File: src/rtl/pwm_dbuf.sv
module pwm_dbuf #(
  parameter int TW = 8,
  parameter int FW = 2,
  parameter int PW = 4
) (
  input  logic                 clk,
  input  logic                 rst,
  input  logic                 en,
  input  logic [1:0]           presc_sel,
  input  logic [TW-1:0]        period,
  input  logic                 duty_hi_we,
  input  logic [TW-1:0]        duty_hi,
  input  logic                 duty_lo_we,
  input  logic [FW-1:0]        duty_lo,
  output logic                 pwm_out,
  output logic                 period_end,
  output logic [TW+FW-1:0]     duty_active
);
  localparam int DW = TW + FW;
  localparam logic [PW-1:0] LAST4  = PW'(3);
  localparam logic [PW-1:0] LAST16 = PW'(15);

  logic [TW-1:0] dh;
  logic [FW-1:0] dl;
  logic [DW-1:0] shadow;
  logic [TW-1:0] tmr;
  logic [FW-1:0] q;
  logic [PW-1:0] pc;
  logic [PW-1:0] last_pc;
  logic          run, out_q;

  always_comb begin
    case (presc_sel)
      2'd0:    last_pc = '0;
      2'd1:    last_pc = LAST4;
      default: last_pc = LAST16;
    endcase
  end

  wire [DW-1:0] buf_val = {dh, dl};
  wire          step    = run && (pc == last_pc);
  wire          qwrap   = step && (q == {FW{1'b1}});
  wire          wrap    = qwrap && (tmr == period);
  wire [DW:0]   nxt_pos = {1'b0, tmr, q} + 1'b1;
  wire          hit     = step && (nxt_pos == {1'b0, shadow});

  always_ff @(posedge clk) begin
    if (rst) begin
      dh <= '0; dl <= '0; shadow <= '0;
      tmr <= '0; q <= '0; pc <= '0;
      run <= 1'b0; out_q <= 1'b0;
    end else begin
      if (duty_hi_we) dh <= duty_hi;
      if (duty_lo_we) dl <= duty_lo;
      if (!en) begin
        run <= 1'b0; out_q <= 1'b0;
        tmr <= '0; q <= '0; pc <= '0;
        shadow <= buf_val;
      end else if (!run || wrap) begin
        run <= 1'b1;
        tmr <= '0; q <= '0; pc <= '0;
        shadow <= buf_val;
        out_q <= (buf_val != '0);
      end else begin
        pc <= step ? '0 : pc + 1'b1;
        if (step)  q   <= q + 1'b1;
        if (qwrap) tmr <= tmr + 1'b1;
        if (hit)   out_q <= 1'b0;
      end
    end
  end

  assign pwm_out     = out_q;
  assign period_end  = wrap;
  assign duty_active = shadow;

  a_r4_single_pulse: assert property (@(posedge clk) disable iff (rst)
    period_end |=> !period_end);
  a_r4_timer_range: assert property (@(posedge clk) disable iff (rst)
    run |-> (tmr <= period));
  a_r4_restart: assert property (@(posedge clk) disable iff (rst)
    (period_end && en) |=> (tmr == '0 && q == '0 && pc == '0));
  a_r3_shadow_load: assert property (@(posedge clk) disable iff (rst)
    (period_end && en) |=> (duty_active == $past(buf_val)));
  a_r3_shadow_hold: assert property (@(posedge clk) disable iff (rst)
    $past(run && en && !period_end) |-> $stable(duty_active));
  a_r6_rise_at_start: assert property (@(posedge clk) disable iff (rst)
    $rose(pwm_out) |-> ($past(period_end) || $past(!run && en)));
  a_r6_fall_on_match: assert property (@(posedge clk) disable iff (rst)
    $fell(pwm_out) |-> (!$past(en) || ({tmr, q} == duty_active)));
  a_r9_disabled_low: assert property (@(posedge clk) disable iff (rst)
    !en |=> (!pwm_out && !period_end));
endmodule

File: config.mk
export PLATFORM = sky130hd
export DESIGN_NAME = pwm_dbuf
export DESIGN_NICKNAME = d
export VERILOG_FILES = /design/src/rtl/pwm_dbuf.sv
export SDC_FILE = /design/constraint.sdc
export NUM_CORES = 1
export LEC_CHECK = 0
export ABC_AREA = 1
export ABC_CLOCK_PERIOD_IN_PS = 1900
export BUFFER_PORTS_ARGS = -buffer_cell sky130_fd_sc_hd__clkbuf_2
export CELL_PAD_IN_SITES_DETAIL_PLACEMENT = 0
export CELL_PAD_IN_SITES_GLOBAL_PLACEMENT = 1
export CORE_UTILIZATION = 38
export CTS_BUF_LIST = sky130_fd_sc_hd__clkbuf_16
export CTS_CLUSTER_SIZE = 14
export DETAILED_ROUTE_END_ITERATION = 12
export PLACE_DENSITY_LB_ADDON = 0.1
export SLEW_MARGIN = 20
export SYNTH_ARGS = -nofsm -noshare
export SYNTH_HDL_FRONTEND = slang
export SYNTH_SLANG_ARGS = --single-unit
File: constraint.sdc
create_clock -name clk -period 1.9 [get_ports clk]
set_input_delay 0.38 -clock clk [delete_from_list [all_inputs] [get_ports clk]]
set_output_delay 0.38 -clock clk [all_outputs]
set_load 0.005 [all_outputs]
After elaboration in Yosys (flattened, before gate mapping):

Cells that the tools add are included.

* add/sub/neg operators: 4
* eq/ne operators: 6
* muxes and demuxes: 5
* bitwise logic cells: 1
* reductions and logical operators: 12

Operator list (number)
* 2-to-1 mux 10 bit: 2
* adder 10 x 1 -> 11 bit (second input constant): 1
* == test 11 x 10 -> 1 bit: 1
* nonzero test 10 bit: 1
* adder 8 x 1 -> 8 bit (second input constant): 1
* == test 8 bit: 1
* one-hot mux 4 bit (2 select lines): 1
* adder 4 x 1 -> 4 bit (second input constant): 1
* == test 4 bit: 1
* logical AND 1 bit: 4
* OR reduction 4 bit: 1
* OR reduction 3 bit: 1
* adder 2 x 1 -> 2 bit (second input constant): 1
* == test 2 x 1 -> 1 bit (second input constant): 1
* == test 2 bit (second input constant): 1
* zero test 2 bit: 1
* 2-to-1 mux 1 bit: 2
* inequality test 2 x 1 -> 1 bit (second input constant): 1
* nonzero test 2 bit: 1
* OR reduction 2 bit: 1
* zero test 1 bit: 1
* logical OR 1 bit: 1
* inverter 1 bit: 1

* register bits after elaboration: 36
* bits of input ports: 25
* output and inout port bits: 12
* word-level logic and storage cells: 36

Logic depth before layout (Yosys ltp):

* depth after elaboration: 9
* gate-level depth with buffers: 12
* depth with buffers taken out: 11

Worst setup path before layout:

Ideal clock, no wire load.

* kind: in2out
* start point: in presc_sel[0]
* end point: out period_end
* arrival time: 1059 ps
* data required time: 1520 ps
* slack: 461 ps
* stages: 7
* path through: nor2_1 > nand2_1 > o21ai_1 > nand2_4 > nor2_8 > nand2_4 > inv_1

* cells in the longest elaborated chain, start to end: 6

Ends and longest elaborated chain
* start: declaration: RTL line 9 `input logic [1:0] presc_sel,`
* == test 2 x 1 -> 1 bit or zero test 2 bit (tied branches): RTL line 33 `case (presc_sel)`
* one-hot mux 4 bit (2 select lines) *: RTL line 33
* == test 4 bit *: RTL line 41 `wire step = run && (pc == last_pc);`
* logical AND 1 bit *: RTL line 41
* logical AND 1 bit *: RTL line 42 `wire qwrap = step && (q == {FW{1'b1}});`
* logical AND 1 bit *: RTL line 43 `wire wrap = qwrap && (tmr == period);`
* end: declaration: RTL line 16 `output logic period_end,`

Every way passes the cells marked *; elsewhere a longest branch is shown, timed or not.

Worst setup path after layout:

* start point: reg tmr[7]
* end point: out period_end

* cells in the longest elaborated chain, start to end: 2

Ends and longest elaborated chain
* start: declaration: RTL line 26 `logic [TW-1:0] tmr;`
* start signal: assignment: RTL line 67 `if (qwrap) tmr <= tmr + 1'b1;`
* == test 8 bit: RTL line 43
* logical AND 1 bit: RTL line 43

No other way between the ends.

==> flow_summary_export.csv <==
group,metric,value,unit
global_routing,grt_pass1_wl,7190,um
global_routing,antenna_found_initial,0,
timing,fin_skew,0.00269,ns
place,post-dp-hpwl,3410,um
global_routing,grt_overflow,0,
cells_and_area,seqCellArea,731,um^2
global_routing,grt_pass1_vias,1557,
routing,wl_per_cell,10.6,um
clock_network,cts_tree,"done",
cells_and_area,multi_input_area,1100,um^2
pwr,powerDensity,719,nW/um^2
routing,wl,4440,um
synth,synth_nets,338,
synth,avgSynthCellArea,6.55,um^2
timing,slew_viol_final,0,
status,outcome,"complete, no violations",
timing,post-route-period-util,93.9,%
timing,timing.final.ws_setup,0.115,ns
routing,ant_nets,0,
timing,tightestPinTransition,0.501,ns
synth,synth_top_area_share,35.6,%
timing,max_freq,560,MHz
synth,syn_inst,309,
clock_network,ctsLongestPathBuffers,2,
floorplanning,fp.dieW,75.0,um
routing,vias_per_cell,4.35,
place,numPortBuffers,36,
critical_path,cp.arrival,1.40,ns
cells_and_area,final_cells,419,
routing,drcViolationCount,0,
pwr,leakage,1.28,nW
critical_path,required,1.52,ns
pwr,power,0.00175,W
floorplanning,core,5110,um^2
clock_network,clk_latency,0.28,ns
global_routing,grt_use_total,17.6,%
critical_path,path_max_fanout,4,
routing,drt_iter0_markers,67,
clock_network,h-tree-depth,2,
hold_path,hp-class,"in2reg",
timing,timing_hold_violations_final,0,
place,place_ws,0.202,ns
critical_path,start_kind,"register",
synth,synth_area_leaders,"dfxtp_1 (36%), nand2_1 (18%), nor2_1 (9.3%), inv_1 (7.8%), xor2_1 (6.1%)",
synth,synth.distinct_cells,26,
floorplanning,die_area,5620,um^2
place,place_inst,407,
synth,synth_top_area_cell,"dfxtp_1",
cells_and_area,drive_gt1_share,18.3,%
routing,detail_route.first_pass.iterations,4,
timing,finalSetupViolCount,0,
timing,post-route-min-period,1.78,ns
cells_and_area,area_delta_synth_final,20.2,%
routing,routed-via-count,1824,
cells_and_area,antenna_cells,0,
floorplanning,initial_utilization,39.6,%
floorplanning,die_h,75.0,um
cells_and_area,fin_nets,378,
synth,ys_warn_count,0,
synth,ys_seq_area_share,35.6,%
clock_network,cts_sinks,36,
critical_path,path_class,"reg2out",
clock_network,cts_made_buffers,5,
critical_path,end_kind,"output pin",
floorplanning,rows,26,
cells_and_area,fillers,560,
timing,slew_headroom,66.6,%
clock_network,cts_hold_buf,0,
pwr,ir_drop,0.000481,V
global_routing,grt_max_degree,21,
floorplanning,io_pins,37,
synth,synth_area,2020,um^2
flow_run,maxCapViolCount,0,
synth,synth_seq_cells,36,
place,gp_congestion,0.797,
clock_network,cts-root-buf,"clkbuf_16",
clock_network,clkSlewWorstSetupHoldPaths,0.05,ns
-- synthesized netlist by cell type, drive strengths merged --
cell type  number
dfxtp          36
nor4            1
o21ai          12
nand4           4
xor2           14
buf             6
nor2           53
nand3b          1
inv            44
nand2          99
o21bai          2
clkbuf          2
nand3          10
xnor2           4
a21oi          17
ha              4
-- flip-flops by register name, summed over array words and instances (netlist names) --
name and count:
dh 8, pc 4, q 2, dl 2, duty_active 10, run 1, pwm_out 1, tmr 8
-- per-stage QoR --
step           instance area, um^2  hold slack [ns]  TNS (ns)  utilization (%)
3_5_place_dp                  2240            0.474         0             43.9
5_1_grt                       2430            0.384  -0.00460             47.6
2_1_floorplan                 2020            0.441         0                -
4_1_cts                       2380            0.363         0             46.5
6_report                      2430            0.365         0             47.6
3_3_place_gp                  2240            0.458         0             43.9
-- final cells by class --
class	instances	share of cell area (%)
Multi-Input combinational cell	221	45.1
Sequential cell	36	30.0
Timing Repair Buffer	41	8.95
Inverter	44	6.79
Clock buffer	5	5.14
Tap cell	70	3.60
Clock inverter	2	0.360
-- cell families after synthesis --
| kind of cell | synth area share [%] |
|---|---|
| XOR/XNOR | 7.79 |
| AO/OA/AOI/OAI | 7.92 |
| AND/OR/NAND/NOR | 35.6 |
| flip-flops | 35.6 |
| buffers and inverters | 10.6 |
| adder cells (fa/ha/maj) | 2.47 |
-- layer usage --
| metal | part of all wire, % | vias up | GRT usage [%] |
|---|---|---|---|
| li1 | - | 1019 | - |
| met1 | 49 | 767 | 22.4 |
| met2 | 46 | 31 | 29.1 |
| met3 | 3.7 | 7 | 4.02 |
| met4 | 1.6 | 0 | 6.29 |
| met5 | 0 | - | 0 |
-- where the power goes --
part           total [W]  leakage (nW)  switching, W  internal, W
registers       0.000809         0.298     0.0000229     0.000786
logic           0.000174         0.909     0.0000982    0.0000753
clock network   0.000766        0.0709      0.000295     0.000471
-- layout by cell type, fill, tap and decap left out --
cell and instances:
nand3b_1 1, o21bai_1 2, o21ai_0 11, o21ai_2 1, clkbuf_2 36, inv_2 2
clkinv_2 1, xor2_1 14, nor2_4 1, dfxtp_4 1, dfxtp_1 30, nand2_4 3
dfxtp_2 5, a21oi_1 17, buf_4 5, nand4_1 4, nand2_1 96, nor2_8 1
ha_1 4, xnor2_1 4, clkbuf_16 5, nand3_1 8, nand3_2 1, nor2_1 50
inv_1 43, nor2_2 1, nor4_1 1, nand3_4 1
-- final timing paths --
check	start	endpoint	slack, ns	cells past startpoint
worst max-delay path	tmr[7]	period_end	0.12	7
worst min-delay path	rst	run	0.36	2
worst max register to register	q[0]	pwm_out	0.33	11
worst min register to register	dh[5]	dh[5]	0.48	2
-- critical path, stage by stage (launching register included) --
cell	delay [ns]
dfxtp_1	0.35
xor2_1	0.18
nor2_1	0.12
nand2_1	0.11
nor2_4	0.15
nand2_4	0.07
inv_1	0.05
clkbuf_2	0.10
-- timing repair --
item | CTS | global route
gates resized for setup | 0 | 9
buffers inserted | 0 | 5
setup endpoints to repair | 0 | 1
endpoints found under the hold margin | 0 | 0
(Power assumes the default switching activity.)
